<file path="config.mk">
export PLATFORM = sky130hd
export DESIGN_NAME = pm_state_ctrl
export DESIGN_NICKNAME = d
export VERILOG_FILES = /design/src/rtl/pm_pkg.sv /design/src/rtl/pm_req_decode.sv /design/src/rtl/pm_state_reg.sv /design/src/rtl/pm_clk_gate.sv /design/src/rtl/pm_state_ctrl.sv
export SDC_FILE = /design/constraint.sdc
export NUM_CORES = 1
export LEC_CHECK = 0
export BUFFER_PORTS_ARGS = -buffer_cell sky130_fd_sc_hd__buf_2
export CAP_MARGIN = 20
export CORE_AREA = 5 5 42 44
export CTS_CLUSTER_SIZE = 10
export DETAILED_ROUTE_END_ITERATION = 10
export DIE_AREA = 0 0 47 49
export MAX_ROUTING_LAYER = met4
export PLACE_DENSITY = 0.42
export REMOVE_ABC_BUFFERS = 1
export SLEW_MARGIN = 15
export SYNTH_ARGS = -nofsm -noshare
export SYNTH_HDL_FRONTEND = slang
export SYNTH_HIERARCHICAL = 1
export SYNTH_SLANG_ARGS = --single-unit
</file>
<file path="constraint.sdc">
create_clock -name clk -period 2.4 [get_ports clk]
set_input_delay 0.48 -clock clk [delete_from_list [all_inputs] [get_ports clk]]
set_output_delay 0.48 -clock clk [all_outputs]
set_load 0.01 [all_outputs]
</file>
<file path="src/rtl/pm_pkg.sv">
package pm_pkg;

   typedef enum logic [1:0] {
      PS_D0    = 2'b00,
      PS_D1    = 2'b01,
      PS_D2    = 2'b10,
      PS_D3HOT = 2'b11
   } pm_state_e;

   typedef struct packed {
      logic go_sleep;
      logic go_wake;
   } pm_cmd_t;

endpackage

</file>
<file path="src/rtl/pm_req_decode.sv">
module pm_req_decode
   import pm_pkg::*;
(
   input  logic      wr_en,
   input  logic [1:0] wr_state,
   input  pm_state_e cur_state,
   output pm_cmd_t   cmd
);

   pm_state_e req;

   always_comb begin
      req          = pm_state_e'(wr_state);
      cmd.go_sleep = 1'b0;
      cmd.go_wake  = 1'b0;
      if (wr_en) begin
         unique case (req)
            PS_D3HOT: cmd.go_sleep = (cur_state == PS_D0);
            PS_D0:    cmd.go_wake  = (cur_state == PS_D3HOT);
            default:  ;
         endcase
      end
   end

endmodule

</file>
<file path="src/rtl/pm_state_reg.sv">
module pm_state_reg
   import pm_pkg::*;
(
   input  logic      clk,
   input  logic      rst_n,
   input  pm_cmd_t   cmd,
   output pm_state_e state_q,
   output logic      soft_rst_q,
   output logic      bus_rst_q
);

   always_ff @(posedge clk or negedge rst_n) begin
      if (!rst_n) begin
         state_q    <= PS_D0;
         soft_rst_q <= 1'b0;
      end else begin
         soft_rst_q <= cmd.go_wake;
         if (cmd.go_sleep)
            state_q <= PS_D3HOT;
         else if (cmd.go_wake)
            state_q <= PS_D0;
      end
   end

   always_ff @(posedge clk or negedge rst_n) begin
      if (!rst_n) bus_rst_q <= 1'b1;
      else        bus_rst_q <= 1'b0;
   end

endmodule

</file>
<file path="src/rtl/pm_clk_gate.sv">
module pm_clk_gate
   import pm_pkg::*;
#(
   parameter int unsigned NUM_SEC_CLK = 5,
   parameter bit          HONOR_STRAP = 1'b1
) (
   input  logic                   clk,
   input  logic                   rst_n,
   input  pm_cmd_t                cmd,
   input  logic                   strap,
   output logic [NUM_SEC_CLK-1:0] clk_en
);

   logic gate_req;

   generate
      if (HONOR_STRAP) begin : g_strap
         assign gate_req = cmd.go_sleep & strap;
      end else begin : g_always
         assign gate_req = cmd.go_sleep;
      end
   endgenerate

   for (genvar i = 0; i < NUM_SEC_CLK; i++) begin : g_en
      always_ff @(posedge clk or negedge rst_n) begin
         if (!rst_n)
            clk_en[i] <= 1'b1;
         else if (gate_req)
            clk_en[i] <= 1'b0;
         else if (cmd.go_wake)
            clk_en[i] <= 1'b1;
      end
   end

endmodule

</file>
<file path="src/rtl/pm_state_ctrl.sv">
module pm_state_ctrl
   import pm_pkg::*;
#(
   parameter int unsigned NUM_SEC_CLK = 5,
   parameter bit          HONOR_STRAP = 1'b1
) (
   input  logic                   clk,
   input  logic                   rst_n,
   input  logic                   cfg_wr_en,
   input  logic [1:0]             cfg_wr_state,
   input  logic                   clk_ctl_strap,
   output logic [1:0]             pwr_state,
   output logic [NUM_SEC_CLK-1:0] sec_clk_en,
   output logic                   soft_rst,
   output logic                   sec_bus_b2,
   output logic                   sec_bus_rst
);

   localparam int unsigned MAX_SEC_CLK = 64;

   generate
      if (NUM_SEC_CLK < 1 || NUM_SEC_CLK > MAX_SEC_CLK) begin : g_bad_cfg
         $error("pm_state_ctrl: NUM_SEC_CLK out of range");
      end
   endgenerate

   pm_cmd_t   cmd;
   pm_state_e state_q;

   pm_req_decode u_dec (
      .wr_en     (cfg_wr_en),
      .wr_state  (cfg_wr_state),
      .cur_state (state_q),
      .cmd       (cmd)
   );

   pm_state_reg u_st (
      .clk        (clk),
      .rst_n      (rst_n),
      .cmd        (cmd),
      .state_q    (state_q),
      .soft_rst_q (soft_rst),
      .bus_rst_q  (sec_bus_rst)
   );

   pm_clk_gate #(
      .NUM_SEC_CLK (NUM_SEC_CLK),
      .HONOR_STRAP (HONOR_STRAP)
   ) u_gate (
      .clk    (clk),
      .rst_n  (rst_n),
      .cmd    (cmd),
      .strap  (clk_ctl_strap),
      .clk_en (sec_clk_en)
   );

   assign pwr_state  = state_q;
   assign sec_bus_b2 = (state_q == PS_D3HOT);

endmodule

</file>
# Word level (Yosys, flattened, before mapping)
# Cells that the tools add are included.
word_totals:
  ff_bits: 5
  in_bits: 6
  out_inout_bits: 10
op_classes:
  n_eq_ne: 2
  muxes: 7
  bitwise_logic: 1
  n_reduce_logical: 4
op_table:
  columns: ["cell", "n"]
  rows:
  - ["$mux W2", 3]
  - ["$eq A2 B2 Y1 const B", 2]
  - ["$logic_not A2 Y1", 2]
  - ["$mux W1", 4]
  - ["$reduce_bool A2 Y1", 2]
  - ["$and A1 B1 Y1", 1]

# Logic depth before layout (Yosys ltp)
# Gate-level depths: netlist of run 1.
logic_depth:
  depth_word: 5
  mapped_depth: 5

# Modules after synthesis
# Netlist of run 1, hierarchy kept.
by_module_without_submodules:
  columns: ["mod", "n_inst", "cells_per_inst", "area_each_um2", "seq_area_each_um2"]
  rows:
  - ["pm_state_reg", 1, 7, 98.8, 76.3]
  - ["pm_clk_gate", 1, 6, 71.3, 26.3]
  - ["pm_req_decode", 1, 4, 22.5, 0.0]
  - ["pm_state_ctrl", 1, 1, 6.3, 0.0]

# Worst setup path after synthesis of run 1
# No wires, ideal clock.
synth_timing:
  path_type: "flip-flop to output port"
  startpoint: "reg u_st.state_q[0]"
  endpoint: "out sec_bus_b2"
  t_arrival_ns: 0.759
  path_slack_ns: 1.161
  stages_incl_launch_ff: 3
  n_path_buf: 1
  cell_sequence: "dfrtp_1 > buf_4 > and2_1"
synth_via:
  elab_chain_cells: 1
synth_rtl:
  columns: ["element", "line_no", "text"]
  rows:
  - ["from (decl)", "pm_state_reg.sv:7", "output pm_state_e state_q,"]
  - ["from (signal assigned)", "pm_state_reg.sv:14", "state_q <= PS_D0;"]
  - ["from (signal assigned)", "pm_state_reg.sv:19", "state_q <= PS_D3HOT;"]
  - ["from (signal assigned)", "pm_state_reg.sv:21", "state_q <= PS_D0;"]
  - ["$eq A2 B2 Y1", "pm_state_ctrl.sv:58", "assign sec_bus_b2 = (state_q == PS_D3HOT);"]
  - ["to (decl)", "pm_state_ctrl.sv:15", "output logic sec_bus_b2,"]
# No other way between the ends.

# Worst setup path in the final report of run 1
# Same ends and word-level chain as after synthesis.

==> impl_metrics.tcl, run 1 <==
set metrics [dict create \
    drcViolationCount 0 \
    cts.sinks 4 \
    path_max_fanout 9 \
    fin_skew_ps 4.28 \
    final_hold_viol_count 0 \
    diodes 0 \
    syn_area_sq_um 199 \
    tns_ps 0 \
    clk_latency_ps 230 \
    yosysUniqueCellTypes 12 \
    dieArea_sq_um 2300 \
    finish.utilization_pct 20.2 \
    cts-hold-fix-buffers 0 \
    regArea_sq_um 103 \
    io_pins 16 \
    drt_iter0_drc 2 \
    wl_per_cell_um 8.67 \
    max_freq_ghz 0.680 \
    cts_made_buffers 3 \
    cts_setup_buffers 0 \
    crit_type "reg2out" \
    post-route-min-period_ps 1470 \
    ys_ff_latch 4 \
    drive_gt1_share_pct 65.6 \
    area_growth_pct 42.1 \
    slew_viol_final 0 \
    status "complete, no violations" \
    grt_antenna_before_repair 0 \
    drv_cap 0 \
    worst_ep_required_time_ps 1920 \
    gp_congestion 0.646 \
    drt_pass1_iterations 4 \
    ant_nets 0 \
    multiInputGateArea_sq_um 55.1 \
    fp-row-count 14 \
    vias 159 \
    fillers 162 \
    placedCellCount 44 \
    gr-total-overflow 0 \
    avgSynthCellArea_sq_um 11.1 \
    leakagePower_nw 0.146 \
    track_usage_pct 4.64 \
    start_kind "register" \
    crit_arrival_ps 990 \
    rsz0062_at_grt "no" \
    dieWidth_um 47 \
    via_per_inst 3.31 \
    cp-end-kind "primary output" \
    setup_viol_count_final 0 \
    dieHeight_um 49 \
    hp-class "in2async" \
    grt_pass1_vias 155 \
    grt_start_max_net_pins 10 \
    tritoncts "yes" \
    fin_nets 39 \
    clk_path_buf_depth 2 \
    wirelength_um 416 \
    path_clk_slew_ps 40 \
    powerDensity_nw_per_um2 1270 \
    grt_pass1_wl_um 621 \
    yosys_warnings 6 \
    start_util_pct 14.2 \
    synth_cells 18 \
    fin_cells 48 \
    port_buffers 15 \
    yosysSeqAreaShare_pct 51.6 \
    ir_worst_vdd_uv 204 \
    fin_crit_sh_pct 61.3 \
    cts-root-buf "clkbuf_4" \
    core_sq_um 1400 \
    cts_max_level 1 \
    cts_repair_resize_count 0 \
    finalPower_uw 360 \
]
## final timing paths
kind	start	to	slack, ps	cells past startpoint
min	rst_n	u_st/state_q[0]	40	1
min reg2reg	u_gate/clk_en[4]	u_gate/clk_en[4]	540	1
max reg2reg	u_st/state_q[0]	u_st/state_q[0]	1310	4
min in group clk	clk_ctl_strap	u_gate/clk_en[4]	380	2
max	u_st/state_q[0]	sec_bus_b2	930	2
max in group asynchronous	rst_n	u_st/bus_rst_q	2150	1
## where the power goes
part,internal [mW],switching (mW)
sequential,0.0945,0.0288
combinational,0.0730,0.0721
clock,0.0625,0.0289
## synth_stat cells
master     n  area [sq um]
inv_1      1          3.75
nor3_1     1          5.00
a21o_1     1          7.51
nand4b_1   1          8.76
dfrtp_1    2          50.1
a2bb2oi_2  1          15.0
and2_1     1          6.26
buf_4      5          37.5
dfstp_2    2          52.6
nor2_1     1          3.75
conb_1     1          3.75
nand3_1    1          5.00
## layer usage
| layer | wire, um | up-vias | GRT usage, % |
|---|---|---|---|
| met3 | 103 | 0 | 3.32 |
| met5 | 0 | - | - |
| met1 | 192 | 63 | 5.11 |
| met4 | 0 | 0 | 6.91 |
| li1 | - | 80 | - |
| met2 | 120 | 16 | 3.85 |
## metrics by stage
step	hold WS [ps]	setup WS [ps]	instance area, sq um
finish	38.6	929	283
global route	40.5	874	283
CTS	34.0	914	283
detailed placement	290	1130	256
global placement	287	1120	256
floorplan	184	1190	161
## final cells by class
| cell class | instances | share of cell area [%] |
|---|---|---|
| flip-flops and latches | 4 | 36.3 |
| repair buffers | 15 | 26.5 |
| multi-input cells | 8 | 19.5 |
| clock buffers | 4 | 9.29 |
| well taps | 16 | 7.08 |
| inverters | 1 | 1.33 |
## worst max-delay path, stage by stage, from the launching register on
cell and delay (ps):
dfrtp_1 440, and2_1 180, buf_2 130
## cell families (layout without fill, tap and decap cells)
| family | Yosys count | in the layout | share of synthesized area, % |
|---|---|---|---|
| buf+inv | 6 | 20 | 20.8 |
| flops | 4 | 4 | 51.6 |
| other cells | 1 | 1 | 1.88 |
| simple gates | 5 | 5 | 14.5 |
| compound gates | 2 | 2 | 11.3 |
## flip-flops by register name, summed over array words and instances, names as in the netlist
signal / count
u_st/state_q: 1
u_st/soft_rst_q: 1
u_st/bus_rst_q: 1
u_gate/clk_en: 1
## layout by cell type, fill, tap and decap left out, drive strengths merged
master   netlist  layout
dfstp          2       2
a21o           1       1
nand3          1       1
nor3           1       1
nand4b         1       1
a2bb2oi        1       1
clkbuf         0       4
and2           1       1
nor2           1       1
buf            5      15
inv            1       1
dfrtp          2       2
conb           1       1
Power figures use the tool's default switching activity.
==> inputs of run 2 (changes only) <==
Clock period 2.4 ns to 1.4 ns, I/O delays scaled along.
==> run 2 against run 1 <==
  * Final cell count increased by 2.1%
  * Via count is 7.5% higher
  * Register-to-register slack lost 1000 ps
  * Clock skew rose by 0.77 ps
  * Wire length up 4.8%
  * Non-clock buffer count is 1 higher
  * Design area increased by 3.5%
  * Clock power grew 73%
==> impl_metrics.tcl, run 2 (synthesis gave the netlist of run 1 again) <==
set metrics [dict create \
    switching_share_pct 36.1 \
    tns_ps 0 \
    gp_congestion 0.602 \
    start_kind "register" \
    drive_gt1_share_pct 63.6 \
    r2r-start "u_st/state_q[0]" \
    top_usage_layer "met4" \
    p_sw_uw 224 \
    drt_pass1_iterations 2 \
    startpoint "u_st/state_q[0]" \
    path_delay_family "flip-flops" \
    seqPwrFrac_pct 34.1 \
    met1_usage_pct 5.56 \
    ant_nets 0 \
    grt_pass1_wl_um 655 \
    regArea_sq_um 103 \
    drcViolationCount 0 \
    worst_ep_required_time_ps 1120 \
    grt_antenna_before_repair 0 \
    grt_start_max_net_pins 10 \
    clk_latency_ps 240 \
    path_clk_slew_ps 40 \
    track_usage_pct 4.86 \
    area_growth_pct 47.2 \
    drt_iter0_drc 3 \
    grt_util_met2_pct 4.07 \
    critical_path_buf_inv_count 1 \
    slew_viol_final 0 \
    dieHeight_um 49 \
    holdCritStartpoint "clk_ctl_strap" \
    cts_repair_resize_count 0 \
    fp-row-count 14 \
    rsz0062_at_grt "no" \
    cp_slowest_cell "dfrtp_1" \
    final_hold_viol_count 0 \
    fin_crit_sh_pct 90.9 \
    crit_type "reg2out" \
    crit_chain "and2_1 > buf_2" \
    ir_worst_vdd_uv 419 \
    post-route-min-period_ps 1270 \
    port_buffers 15 \
    dieArea_sq_um 2300 \
    crit_arrival_ps 990 \
    grt_pass1_vias 155 \
    wl_per_cell_um 8.90 \
    vias 171 \
    path_max_fanout 9 \
    gr-total-overflow 0 \
    multiInputGateArea_sq_um 55.1 \
    cts.sinks 4 \
    via_per_inst 3.49 \
    leakagePower_nw 0.150 \
    clk_path_buf_depth 2 \
    io_pins 16 \
    cts-root-buf "clkbuf_4" \
    groute.layer.met3.usage_pct 3.32 \
    diodes 0 \
    max_freq_ghz 0.786 \
    mostFrequentLayoutCells "buf_2, clkbuf_4, dfstp_2, dfrtp_1" \
    drv_cap 0 \
    layout_commonest_cell "buf_2" \
    placedCellCount 44 \
    cts_max_level 1 \
    start_util_pct 14.2 \
    fin_nets 40 \
    combPwrFrac_pct 40.4 \
    core_sq_um 1400 \
    tritoncts "yes" \
    p_int_uw 396 \
    hp-class "in2reg" \
    fin_skew_ps 5.05 \
    powerDensity_nw_per_um2 2120 \
    cts_made_buffers 3 \
    cp-end-kind "primary output" \
    fin_cells 49 \
    dieWidth_um 47 \
    wirelength_um 436 \
    setup_viol_count_final 0 \
    status "complete, no violations" \
    fillers 160 \
    cpPeakStageDelay_ps 440 \
    p_clk_share_pct 25.5 \
]
[run 2: changes by cell type in the layout (fill, tap and decap cells not counted), sizes merged]
cell and delta:
dlygate4sd3 +1
[run 2: final timing paths]
path	depth (start not counted)	to	slack [ps]
worst max-delay path	2	sec_bus_b2	130
worst min register to register	1	u_gate/clk_en[4]	530
max in group asynchronous	2	u_st/bus_rst_q	810
worst min-delay path	2	u_gate/clk_en[4]	190
min in group asynchronous	2	u_st/soft_rst_q	390
worst max register to register	4	u_st/state_q[0]	300
[run 2: through the flow]
stage	instance area (sq um)	hold slack (ps)	utilization, %	worst slack, ps	total power, mW
after CTS	293	177	20.9	113	0.637
after global routing	293	187	20.9	74.3	0.679
final	293	188	20.9	127	0.620
after detailed placement	256	88.1	18.3	299	0.467
after floorplan	161	-15.6	-	279	0.333
after global placement	256	86.5	18.3	303	0.466
[run 2: final cells by class]
| cell class | count | share of cell area, % |
|---|---|---|
| clock buffer | 4 | 8.97 |
| sequential | 4 | 35.0 |
| tap | 16 | 6.84 |
| inverter | 1 | 1.28 |
| multi-input combinational | 8 | 18.8 |
| timing repair buffer | 16 | 29.1 |
[run 2: power groups by stage]
stage | registers [mW] | clock network [mW] | logic [mW]
3_5_place_dp | 0.215 | 0 | 0.252
6_report | 0.211 | 0.158 | 0.250
4_1_cts | 0.213 | 0.169 | 0.254
3_3_place_gp | 0.213 | 0 | 0.253
2_1_floorplan | 0.272 | 0 | 0.0617
5_1_grt | 0.225 | 0.176 | 0.279
[run 2: repair_timing]
action / 4_1_cts / 5_1_grt
hold buffers: 1 / 0
buffers inserted: 0 / 0
hold endpoints to repair: 2 / 0
[run 2: worst register-to-register path, stage by stage (launching register included)]
cell	delay, ps
dfrtp_1	450
nand4b_1	120
nor2_1	200
inv_1	60
a21o_1	150
[run 2: per-layer routing]
layer,routed length [um],vias up
li1,-,85
met1,189,70
met2,144,16
met3,102,0
met4,0,0
met5,0,-
==> inputs of run 3 (changes only) <==
Settings changed: ABC_AREA set to 1, PLACE_DENSITY 0.42 to 0.44.
==> run 3 against run 2 <==
  * Register-to-register slack better by 110 ps
  * Highest routed layer is now met4
  * Combinational power rose by 4%
  * Maximum frequency rose by 4.9%
==> impl_metrics.tcl, run 3 <==
set metrics [dict create \
    ys_ff_latch 4 \
    cts_max_level 1 \
    yosysTopAreaCellShare_pct 23.7 \
    cts_setup_buffers 0 \
    synth_ff_type "dfstp_2" \
    dieWidth_um 47 \
    yosys.area_share.simple_pct 21.5 \
    avgSynthCellArea_sq_um 7.38 \
    layout_commonest_cell "buf_2" \
    port_buffers 15 \
    cp-end-kind "primary output" \
    place_worst_setup_slack_ps 389 \
    wirelength_um 428 \
    synth_cells 30 \
    start_util_pct 15.8 \
    start_kind "register" \
    gp_congestion 0.646 \
    dieHeight_um 49 \
    vias 191 \
    fp-row-count 14 \
    drcViolationCount 0 \
    synthAdderAreaFrac_pct 0 \
    synth_edf_count 0 \
    grt_pass1_wl_um 731 \
    async_flop_share_pct 100 \
    area_growth_pct 40.7 \
    path_max_fanout 9 \
    cts-root-buf "clkbuf_4" \
    leakagePower_nw 0.191 \
    ys_top_cells_by_area "dfstp_2, dfrtp_1, buf_4" \
    wl_per_cell_um 7.13 \
    slew_viol_final 0 \
    path_clk_slew_ps 40 \
    syn_area_sq_um 221 \
    core_sq_um 1400 \
    yosysMostFrequentCell "inv_1" \
    yosysSeqAreaShare_pct 46.3 \
    grt_antenna_before_repair 0 \
    fin_crit_sh_pct 86.7 \
    yosys.area.top_type "dfstp_2" \
    crit_type "reg2out" \
    synth.area.mux_share_pct 0 \
    drt_iter0_drc 0 \
    yosys_warnings 6 \
    clk_path_buf_depth 2 \
    synth_top_family_by_area "buffers and inverters" \
    ir_worst_vdd_uv 294 \
    drv_cap 0 \
    post-route-min-period_ps 1210 \
    drive_gt1_share_pct 45.5 \
    status "complete, no violations" \
    diodes 0 \
    clk_latency_ps 230 \
    grt_pass1_vias 184 \
    cts_made_buffers 3 \
    fin_nets 52 \
    synth_compound_area_share_pct 0 \
    tns_ps 0 \
    finish.utilization_pct 22.2 \
    timing.final.ws_setup_ps 187 \
    final_hold_viol_count 0 \
    crit_arrival_ps 930 \
    yosysUniqueCellTypes 8 \
    max_freq_ghz 0.824 \
    worst_ep_required_time_ps 1120 \
    dieArea_sq_um 2300 \
    via_per_inst 3.18 \
    io_pins 16 \
    gr-total-overflow 0 \
    rsz0062_at_grt "no" \
    powerDensity_nw_per_um2 1950 \
    ant_nets 0 \
    track_usage_pct 4.86 \
    cts.sinks 4 \
    fin_skew_ps 3.04 \
    tritoncts "yes" \
    hp-class "in2reg" \
    grt_start_max_net_pins 10 \
    setup_viol_count_final 0 \
    drt_pass1_iterations 1 \
    synthTopCellsByCount "inv_1, nand2_1, buf_4" \
    mostFrequentLayoutCells "buf_2, inv_1, nand2_1, nor2_1, clkbuf_4" \
    synth_xor_area_share_pct 0 \
]
-- run 3: cell types whose count changed after synthesis, sizes merged --
cell     delta
inv         +7
nand2       +6
nor2        +3
a21o        -1
a2bb2oi     -1
and2        -1
nand3       +1
nand4b      -1
nor3        -1
-- run 3: routing by layer --
metal | up-vias | share of wire, % | wire length, um | track usage [%]
met5 | - | 0 | 0 | -
met4 | 0 | 4.7 | 20 | 6.91
met3 | 2 | 8.6 | 37 | 1.11
met2 | 8 | 48 | 204 | 5.88
met1 | 76 | 39 | 166 | 5.11
li1 | 105 | - | - | -
-- run 3: kinds of logic (layout without fill, tap and decap cells) --
logic type / Yosys count / in the layout
DFF: 4 / 4
and+or+nand+nor: 12 / 12
buffers and inverters: 13 / 27
other: 1 / 1
-- run 3: through the flow --
| stage | power (mW) | cell area [sq um] | instances | hold WS (ps) |
|---|---|---|---|---|
| after floorplan | 0.339 | 184 | 25 | -15.6 |
| after global routing | 0.672 | 312 | 60 | 266 |
| after detailed placement | 0.477 | 279 | 56 | 89.8 |
| after global placement | 0.477 | 279 | 56 | 89.6 |
| final | 0.606 | 312 | 60 | 242 |
| after CTS | 0.624 | 312 | 60 | 237 |
-- run 3: final timing paths --
path                                   from               end  slack (ps)  depth (start not counted)
min reg2reg                u_gate/clk_en[4]  u_gate/clk_en[4]         520                          2
min                           clk_ctl_strap  u_gate/clk_en[4]         240                          4
max                         u_st/state_q[0]        sec_bus_b2         190                          3
max in group asynchronous             rst_n  u_gate/clk_en[4]         810                          2
max reg2reg                 u_st/state_q[0]   u_st/state_q[0]         410                          5
min in group asynchronous             rst_n   u_st/state_q[0]         380                          2
-- run 3: what timing repair did --
action,CTS,global route
resized for setup,0,0
endpoints found under the hold margin,2,0
hold buffers,1,0
-- run 3: critical path, cell delays in order, from the launching register on --
cell and delay [ps]:
dfrtp_1 450, nand2_1 100, inv_1 30, buf_2 120
-- run 3: where the power goes --
| group | switching [mW] | internal, mW |
|---|---|---|
| Sequential | 0.0476 | 0.162 |
| Clock | 0.0427 | 0.0956 |
| Combinational | 0.143 | 0.116 |
| Total | 0.233 | 0.373 |
-- run 3: area by class of cell --
| cell class | count | area (sq um) |
|---|---|---|
| Clock buffer | 3 | 22.5 |
| Fill cell | 168 | 1090 |
| Inverter | 8 | 30.0 |
| Multi-Input combinational cell | 13 | 51.3 |
| Sequential cell | 4 | 103 |
| Tap cell | 16 | 20.0 |
| Timing Repair Buffer | 16 | 85.1 |
